<file path="config.mk">
export PLATFORM = sky130hd
export DESIGN_NAME = sadc_slave
export DESIGN_NICKNAME = d
export VERILOG_FILES = /design/src/rtl/sadc_pkg.sv /design/src/rtl/sadc_sync.sv /design/src/rtl/sadc_frame.sv /design/src/rtl/sadc_seq.sv /design/src/rtl/sadc_slave.sv
export SDC_FILE = /design/constraint.sdc
export NUM_CORES = 1
export LEC_CHECK = 0
export BUFFER_PORTS_ARGS = -buffer_cell sky130_fd_sc_hd__clkbuf_2
export CAP_MARGIN = 20
export CORE_AREA = 8 8 79 81
export CTS_CLUSTER_DIAMETER = 80
export CTS_CLUSTER_SIZE = 30
export DETAILED_ROUTE_END_ITERATION = 10
export DIE_AREA = 0 0 87 89
export GPL_TIMING_DRIVEN = 0
export PLACE_DENSITY = 0.73
export SYNTH_ARGS = -nofsm -noshare
export SYNTH_HDL_FRONTEND = slang
export SYNTH_HIERARCHICAL = 1
export SYNTH_SLANG_ARGS = --single-unit
</file>
<file path="constraint.sdc">
create_clock -name clk -period 1.8 [get_ports clk]
set_input_delay 0 -clock clk [delete_from_list [all_inputs] [get_ports clk]]
set_output_delay 0 -clock clk [all_outputs]
set_load 0.05 [all_outputs]
</file>
<file path="src/rtl/sadc_pkg.sv">
package sadc_pkg;

    localparam int CMD_W = 8;               // start bit plus seven payload bits
    localparam int PAY_W = CMD_W - 1;

    typedef enum logic [1:0] {
        PD_OFF = 2'b00,
        PD_RSV = 2'b01,
        PD_INT = 2'b10,
        PD_EXT = 2'b11
    } pd_code_e;

    // Payload as it arrives after the start bit, first bit in the MSB.
    typedef struct packed {
        logic [2:0] sel;
        logic       unipolar;
        logic       single;
        pd_code_e   pd;
    } payload_t;

    function automatic logic shdn_forces_off(input logic [1:0] mode);
        return mode == 2'b00;
    endfunction

    function automatic logic shdn_is_slow(input logic [1:0] mode);
        return mode == 2'b01;
    endfunction

endpackage

</file>
<file path="src/rtl/sadc_sync.sv">
module sadc_sync #(
    parameter int         W    = 1,
    parameter logic [W-1:0] INIT = '0
) (
    input  logic         clk,
    input  logic         rst,
    input  logic [W-1:0] d,
    output logic [W-1:0] q
);
    logic [W-1:0] meta;

    always_ff @(posedge clk) begin
        if (rst) begin
            meta <= INIT;
            q    <= INIT;
        end else begin
            meta <= d;
            q    <= meta;
        end
    end
endmodule

</file>
<file path="src/rtl/sadc_frame.sv">
module sadc_frame
    import sadc_pkg::*;
(
    input  logic             clk,
    input  logic             rst,
    input  logic             clear,
    input  logic             rise,
    input  logic             din,
    input  logic             allow,
    output logic             done,
    output logic [PAY_W-1:0] payload
);
    localparam int BC_W = $clog2(CMD_W);

    logic             busy;
    logic [BC_W-1:0]  cnt;
    logic [PAY_W-2:0] sh;

    always_ff @(posedge clk) begin
        if (rst) begin
            busy    <= 1'b0;
            cnt     <= '0;
            sh      <= '0;
            done    <= 1'b0;
            payload <= '0;
        end else if (clear) begin
            busy <= 1'b0;
            cnt  <= '0;
            done <= 1'b0;
        end else begin
            done <= 1'b0;
            if (rise) begin
                if (busy) begin
                    sh <= {sh[PAY_W-3:0], din};
                    if (cnt == BC_W'(CMD_W - 1)) begin
                        busy    <= 1'b0;
                        done    <= 1'b1;
                        payload <= {sh, din};
                    end else begin
                        cnt <= cnt + 1'b1;
                    end
                end else if (allow && din) begin
                    busy <= 1'b1;
                    cnt  <= BC_W'(1);
                    sh   <= '0;
                end
            end
        end
    end
endmodule

</file>
<file path="src/rtl/sadc_seq.sv">
module sadc_seq
    import sadc_pkg::*;
#(
    parameter int RES_W    = 12,
    parameter int CONV_CYC = 24,
    parameter int SLOW_MUL = 4
) (
    input  logic             clk,
    input  logic             rst,
    input  logic             abort,
    input  logic             fall,
    input  logic             req,
    input  pd_code_e         pd,
    input  logic             slow,
    input  logic [RES_W-1:0] sample,
    output logic             dout,
    output logic             sstrb,
    output logic             allow,
    output logic             ext_mode,
    output logic             sw_pd
);
    localparam int SLOW_CYC   = CONV_CYC * SLOW_MUL;
    localparam int CC_W       = $clog2(SLOW_CYC + 1);
    localparam int SH_W       = $clog2(RES_W + 1);
    localparam int RESTART_AT = RES_W - 5;   // bits shown once B5 is out

    logic             pend;
    logic             conv;
    logic [CC_W-1:0]  cnt;
    logic [RES_W-1:0] sh;
    logic [SH_W-1:0]  shown;

    always_ff @(posedge clk) begin
        if (rst) begin
            pend     <= 1'b0;
            conv     <= 1'b0;
            cnt      <= '0;
            sh       <= '0;
            shown    <= '0;
            sstrb    <= 1'b1;
            ext_mode <= 1'b0;
            sw_pd    <= 1'b0;
        end else if (abort) begin
            pend  <= 1'b0;
            conv  <= 1'b0;
            cnt   <= '0;
            sh    <= '0;
            shown <= '0;
            sstrb <= 1'b1;
        end else begin
            if (req) begin
                pend  <= 1'b1;
                sw_pd <= (pd == PD_OFF);
                if (pd == PD_EXT)      ext_mode <= 1'b1;
                else if (pd == PD_INT) ext_mode <= 1'b0;
            end
            if (conv) begin
                if (cnt == '0) begin
                    conv  <= 1'b0;
                    sstrb <= 1'b1;
                    sh    <= sample;
                    shown <= SH_W'(1);
                end else begin
                    cnt <= cnt - 1'b1;
                end
            end else if (fall) begin
                if (pend) begin
                    pend <= 1'b0;
                    if (ext_mode) begin
                        sh    <= sample;
                        shown <= SH_W'(1);
                    end else begin
                        conv  <= 1'b1;
                        sstrb <= 1'b0;
                        cnt   <= slow ? CC_W'(SLOW_CYC - 1) : CC_W'(CONV_CYC - 1);
                        sh    <= '0;
                        shown <= '0;
                    end
                end else begin
                    sh <= sh << 1;
                    if (shown != '0 && shown < SH_W'(RES_W))
                        shown <= shown + 1'b1;
                end
            end
        end
    end

    assign dout  = sh[RES_W-1];
    assign allow = !pend && !conv && (shown == '0 || shown >= SH_W'(RESTART_AT));
endmodule

</file>
<file path="src/rtl/sadc_slave.sv">
module sadc_slave
    import sadc_pkg::*;
#(
    parameter int RES_W    = 12,
    parameter int CONV_CYC = 24,
    parameter int SLOW_MUL = 4
) (
    input  logic             clk,
    input  logic             rst,
    input  logic             cs_n,
    input  logic             sclk,
    input  logic             din,
    input  logic [1:0]       shdn_mode,
    input  logic [RES_W-1:0] sample_in,
    output logic             dout,
    output logic             sstrb,
    output logic [2:0]       chan_sel,
    output logic             unipolar,
    output logic             single_ended,
    output logic             ext_clk_mode,
    output logic             power_down
);
    logic [2:0] sync_q;
    logic       cs_q, sclk_q, din_q, sclk_prev;
    logic       sclk_rise, sclk_fall, hw_pd, abort;
    logic       allow, byte_done, sw_pd;
    logic [PAY_W-1:0] pay_raw;
    payload_t   pay;

    sadc_sync #(.W(3), .INIT(3'b001)) u_sync (
        .clk (clk),
        .rst (rst),
        .d   ({din, sclk, cs_n}),
        .q   (sync_q)
    );

    assign cs_q   = sync_q[0];
    assign sclk_q = sync_q[1];
    assign din_q  = sync_q[2];

    always_ff @(posedge clk) begin
        if (rst) sclk_prev <= 1'b0;
        else     sclk_prev <= sclk_q;
    end

    assign sclk_rise = sclk_q && !sclk_prev && !cs_q;
    assign sclk_fall = !sclk_q && sclk_prev && !cs_q;
    assign hw_pd     = shdn_forces_off(shdn_mode);
    assign abort     = cs_q || hw_pd;

    sadc_frame u_frame (
        .clk     (clk),
        .rst     (rst),
        .clear   (abort),
        .rise    (sclk_rise),
        .din     (din_q),
        .allow   (allow),
        .done    (byte_done),
        .payload (pay_raw)
    );

    assign pay = payload_t'(pay_raw);

    sadc_seq #(.RES_W(RES_W), .CONV_CYC(CONV_CYC), .SLOW_MUL(SLOW_MUL)) u_seq (
        .clk      (clk),
        .rst      (rst),
        .abort    (abort),
        .fall     (sclk_fall),
        .req      (byte_done),
        .pd       (pay.pd),
        .slow     (shdn_is_slow(shdn_mode)),
        .sample   (sample_in),
        .dout     (dout),
        .sstrb    (sstrb),
        .allow    (allow),
        .ext_mode (ext_clk_mode),
        .sw_pd    (sw_pd)
    );

    always_ff @(posedge clk) begin
        if (rst) begin
            chan_sel     <= '0;
            unipolar     <= 1'b0;
            single_ended <= 1'b0;
        end else if (byte_done) begin
            chan_sel     <= pay.sel;
            unipolar     <= pay.unipolar;
            single_ended <= pay.single;
        end
    end

    assign power_down = hw_pd || sw_pd;
endmodule

</file>
Yosys cells after proc, flatten, opt, wreduce, memory -nomap -nowiden
Cells that the tools add are included.
{ "op_classes": {"bitwise": 3, "n_mux": 42, "eq_ne": 8, "n_addsub": 3, "n_lt_le_gt_ge": 2, "reduce_logical": 37} }
{ "op_table": {"columns": ["operator", "n"], "rows": [
  ["two-way mux 12 bit", 5],
  ["two-way mux 7 bit", 6],
  ["two-way mux 1 bit", 21],
  ["two-way mux 4 bit", 5],
  ["two-way mux 6 bit", 2],
  ["AND reduction 3 bit", 4],
  ["AND reduction 4 bit", 3],
  ["two-way mux 3 bit", 3],
  ["logical AND 1 bit", 8],
  ["!= test 2 bit, second input constant", 4],
  ["nonzero test 2 bit", 4],
  ["logical NOT 7 bit", 1],
  ["subtractor 7 x 1 -> 7 bit, second input constant", 1],
  ["logical NOT 1 bit", 5],
  ["adder 4 x 1 -> 4 bit, second input constant", 1],
  ["== test 2 bit, second input constant", 2],
  ["greater-or-equal comparator 4 x 3 -> 1 bit, second input constant", 1],
  ["logical NOT 2 bit", 2],
  ["logical NOT 4 bit", 1],
  ["< comparator 4 bit, second input constant", 1],
  ["AND reduction 2 bit", 2],
  ["nonzero test 4 bit", 1],
  ["OR reduction 4 bit", 1],
  ["adder 3 x 1 -> 3 bit, second input constant", 1],
  ["6 further kinds", 10]
]} }
{ "word_totals": {"out_inout_bits": 9, "word_cells": 114, "regBits": 58, "in_bits": 19} }

Longest topological paths before layout
{ "logic_depth": {"word_depth": 6, "depth_mapped": 7, "mapped_depth_nobuf": 7} }

By module
The synthesis kept the hierarchy.
{ "modules_own_cells": {"columns": ["mod", "seq_area_each_um2", "cells_each", "area_each_um2", "instances"], "rows": [
  ["sadc_seq", 560.5, 160, 1431.4, 1],
  ["sadc_frame", 360.3, 66, 693.2, 1],
  ["sadc_slave", 120.1, 23, 242.7, 1],
  ["sadc_sync", 120.1, 12, 157.7, 1]
]} }

Worst setup path after synthesis
OpenSTA, ideal clock, no wires.
{ "synth_timing": {"path_type": "flip-flop to flip-flop", "start": "register u_seq.pend", "end": "register u_frame.sh[1]", "required_time_ns": 1.683, "n_path_buf": 2, "setup_slack_ns": -0.160, "t_arrival_ns": 1.843, "period_less_slack_ns": 1.960, "setup_time_ns": 0.117, "stages_incl_launch_ff": 8, "path_cell_list": "dfxtp_1 clkbuf_1 nor2_1 clkbuf_1 a21boi_0 a21oi_1 o31a_1 a22o_1"} }
{ "synth_via": {"elab_chain_cells": 6} }
{ "synth_rtl": {"columns": ["item", "line", "rtl"], "rows": [
  ["from (decl)", "sadc_seq.sv:27", "logic pend;"],
  ["from (signal assigned)", "sadc_seq.sv:35", "pend <= 1'b0;"],
  ["from (signal assigned)", "sadc_seq.sv:44", "pend <= 1'b0;"],
  ["from (signal assigned)", "sadc_seq.sv:52", "pend <= 1'b1;"],
  ["logical NOT 1 bit", "sadc_seq.sv:89", "assign allow = !pend && !conv && (shown == '0 || shown >= SH_W'(RESTART_AT));"],
  ["logical AND 1 bit (2 in a row)", "sadc_seq.sv:89", null],
  ["net allow", "sadc_slave.sv:26", "logic allow, byte_done, sw_pd;"],
  ["logical AND 1 bit", "sadc_frame.sv:42", "end else if (allow && din) begin"],
  ["nonzero test 2 bit (no line)", null, null],
  ["AND reduction 3 bit (no line)", null, null],
  ["to (signal assigned)", "sadc_frame.sv:34", "sh <= {sh[PAY_W-3:0], din};"],
  ["to (decl)", "sadc_frame.sv:17", "logic [PAY_W-2:0] sh;"]
]} }
The timed path passes the listed nets, and every way through them passes these cells.
A chain may end at the register's enable or synchronous reset.

Worst setup path after layout
{ "layout_timing": {"start": "register u_seq.pend", "end": "register u_frame.sh[2]"} }
Same word-level chain as after synthesis.

==> metrics.txt <==
Worst-path clk slew=approximately 70 ps; antenna cells=0; Total GRT Usage=roughly 15%; CP Launch Type=flop; HP Class=in2reg; I/O pin cnt=28; first-pass GRT wire length=9180 µm; hold depth=3; HP Start=sample_in[7]; NetSw=between 0.0005 and 0.0006 W; internal power=0.00200 W; final wirelength=5450 µm; fillers=440; clk sink count=a little under 60; CTS Buf Count=9; Final Max Tran Viols=0; CP Data Required Time=between 2000 and 2500 ps; Net Sw Frac=22.5%; DRT antenna net count=0; H-Tree Depth=3; Synth top cells by count=dfxtp_1, nor2_1, mux2i_1; Slowest cell on crit path=dfxtp_2; Design Power=~0.0026 W; Slew Limit Headroom=between 50% and 60%; global route overflow=0; hold worst-path end=u_seq/sh[7]; status=complete, no violations; Mapped Cells=~260; Core ar.=~5000 µm²; Residual DRC=0; fmax=575 MHz; Mapped Area=approximately 2500 µm²; ys async rst share=0%; worst reg2reg startpoint=u_seq/pend; Longest Clk Path Bufs=2; Crit path arrival time=just under 2000 ps; FF-to-FF path depth=6; Post-synth EDFFs=0; synthesized net count=286; min Tclk post-route=approximately 1700 ps; critical-path maximum fanout=10; final std cells w/o fill=380; Cells after DPL=358; die area=about 7700 µm²; Initial Utilization=between 50% and 60%; vias per cell=between 5 and 6; max incr delay on CP=roughly 400 ps; vias in the first global route=between 2,000 and 2,500; hpwl dp=approximately 3800 µm; clk root buf=clkbuf_8; Seq pwr share=~50%; Yosys reg bits=slightly below 60; Logic pwr share=2.8%; max_cap viols=0; Clock Skews=8.78 ps; peak supply drop=between 400 and 500 µV; clock power share=between 40% and 50%; Post-layout nets=330; RR Endpoint=u_frame/sh[2]; port buffer count=27; # setup viols final=0; critical path type=reg2reg; RSZ-0062 raised after global routing=false; period utilization=a little over nine tenths; register area share after synthesis=46.0%; critical-path cell list=nor2_4 > buf_6 > a21boi_4 > a21oi_1 > o31a_1 > a22o_1; DR WL/cell=14.3 µm; area leader, netlist=dfxtp_1; LEAKAGE=approximately 1.2 nW; multi-input logic area=~1300 µm²; most frequent cell after synthesis=dfxtp_1; CTS tree=yes; First-pass DRT Iterations=4; die height=89 µm; row cnt=26; Tightest Pin Transition=602 ps; yosys warns=6; share of layout cells above drive strength 1=between 20% and 30%; top cells by area, synth=dfxtp_1, mux2i_1, nor2_1; pin count of the biggest net entering global routing=18; DIE WIDTH=approximately 87 µm; critical path endpoint category=flop; vias=about 2,100; Top FF cell, synth=dfxtp_1; Synth top area share=46.0%; pwr/cell area=between 800 and 900 nW/µm²; r2r setup slk=60 ps; Yosys cell types=55; initial antenna violation count=0; DRT iter0 DRCs=approximately 150; Layout area overhead=22.4%; mean post-synth cell area=just under 10 µm²; Reg area=1170 µm²; routability cong.=roughly 0.83; clk_lat worst skew=approximately 340 ps; final hold violations=0
-- kinds of logic after synthesis --
| family | count (synthesis) | share of synthesized area, % |
|---|---|---|
| fa+ha+maj | 6 | 2.97 |
| flops | 58 | 46.0 |
| mux | 16 | 6.34 |
| compound gates | 73 | 22.2 |
| simple gates | 89 | 18.8 |
| buf+inv | 19 | 3.72 |
-- power by group through the flow --
stage	Sequential, W	Clock (W)	Combinational [W]
3_5_place_dp	0.00132	0	0.0000625
6_report	0.00129	0.00121	0.0000720
2_1_floorplan	0.00132	0	0.0000296
4_1_cts	0.00129	0.00125	0.0000715
3_3_place_gp	0.00132	0	0.0000619
5_1_grt	0.00129	0.00130	0.0000788
-- sequential cells by signal, indices dropped and copies added, names as in the netlist --
name and cells:
chan_sel 3, sclk_prev 1, single_ended 1, u_frame/busy 1, u_frame/cnt 3, u_frame/done 1
u_frame/payload 7, u_frame/sh 6, u_seq/cnt 7, u_seq/conv 1, u_seq/ext_mode 1, u_seq/pend 1
u_seq/sh 12, u_seq/shown 4, u_seq/sstrb 1, u_seq/sw_pd 1, u_sync/meta 3, u_sync/q 3
unipolar 1
-- layer usage --
| metal | share of wire (%) | wire (µm) | GRT usage (%) |
|---|---|---|---|
| met5 | 0 | 0 | 0 |
| met4 | 1.8 | 98 | 8.92 |
| met3 | 5.2 | 283 | 5.42 |
| met2 | 50 | 2730 | 26.4 |
| met1 | 43 | 2340 | 16.4 |
-- what timing repair did --
| item | in CTS | in global routing |
|---|---|---|
| hold buffers | 5 | 0 |
| endpoints found under the setup margin | 22 | 24 |
| pin swaps | 1 | 9 |
| gates cloned | 0 | 0 |
| endpoints found under the hold margin | 5 | 0 |
| buffers inserted | 1 | 1 |
| gates resized for setup | 7 | 19 |
-- critical path, delay by kind of cell (launching register included) --
| kind | cells | cell delay [ps] |
|---|---|---|
| AOI/OAI and AO/OA | 4 | 940 |
| DFF | 1 | 390 |
| buffers and inverters | 1 | 150 |
| and+or+nand+nor | 1 | 140 |
-- metrics by stage --
step	setup TNS (ps)	setup slack, ps	cell area [µm²]	hold WS, ps	utilization, %
floorplan	0	42.5	2530	69.1	-
global placement	-2840	-356	2750	178	55.3
detailed placement	-2740	-329	2750	182	55.3
CTS	0	5.64	3040	7.20	61.1
global route	0	2.51	3090	17.0	62.1
finish	0	60.8	3090	14.5	62.1
-- worst max-delay path by stage --
stage,endpoint,depth (start not counted),from
detailed placement,u_frame/sh[1],7,u_seq/pend
CTS,u_seq/shown[2],6,u_sync/q[0]
floorplan,u_frame/sh[1],7,u_seq/pend
global route,u_frame/sh[1],7,u_seq/shown[0]
finish,u_frame/sh[2],6,u_seq/pend
global placement,u_frame/sh[5],7,u_seq/pend
-- area by class of cell --
| cell class | instances | share of cell area [%] |
|---|---|---|
| inverter | 8 | 0.971 |
| sequential | 58 | 37.8 |
| tap | 70 | 2.83 |
| timing repair buffer | 34 | 6.48 |
| buffer | 10 | 2.27 |
| clock inverter | 6 | 2.14 |
| multi-input combinational | 184 | 43.1 |
| clock buffer | 10 | 4.45 |
-- placed cells by master (no fill, tap or decap), drive strengths merged, types with 3 or more instances in the layout --
cell	n
mux2i	16
o21ai	5
inv	8
dlygate4sd3	5
a22oi	11
nor3b	3
clkinvlp	3
nand3	8
a211oi	12
nor2	32
clkbuf	38
nor3	5
nand2	14
dfxtp	58
a21oi	16
or2	4
ha	6
a22o	6
nor2b	10
buf	11
nor4	3
a31oi	3
(Power assumes the default switching activity.)
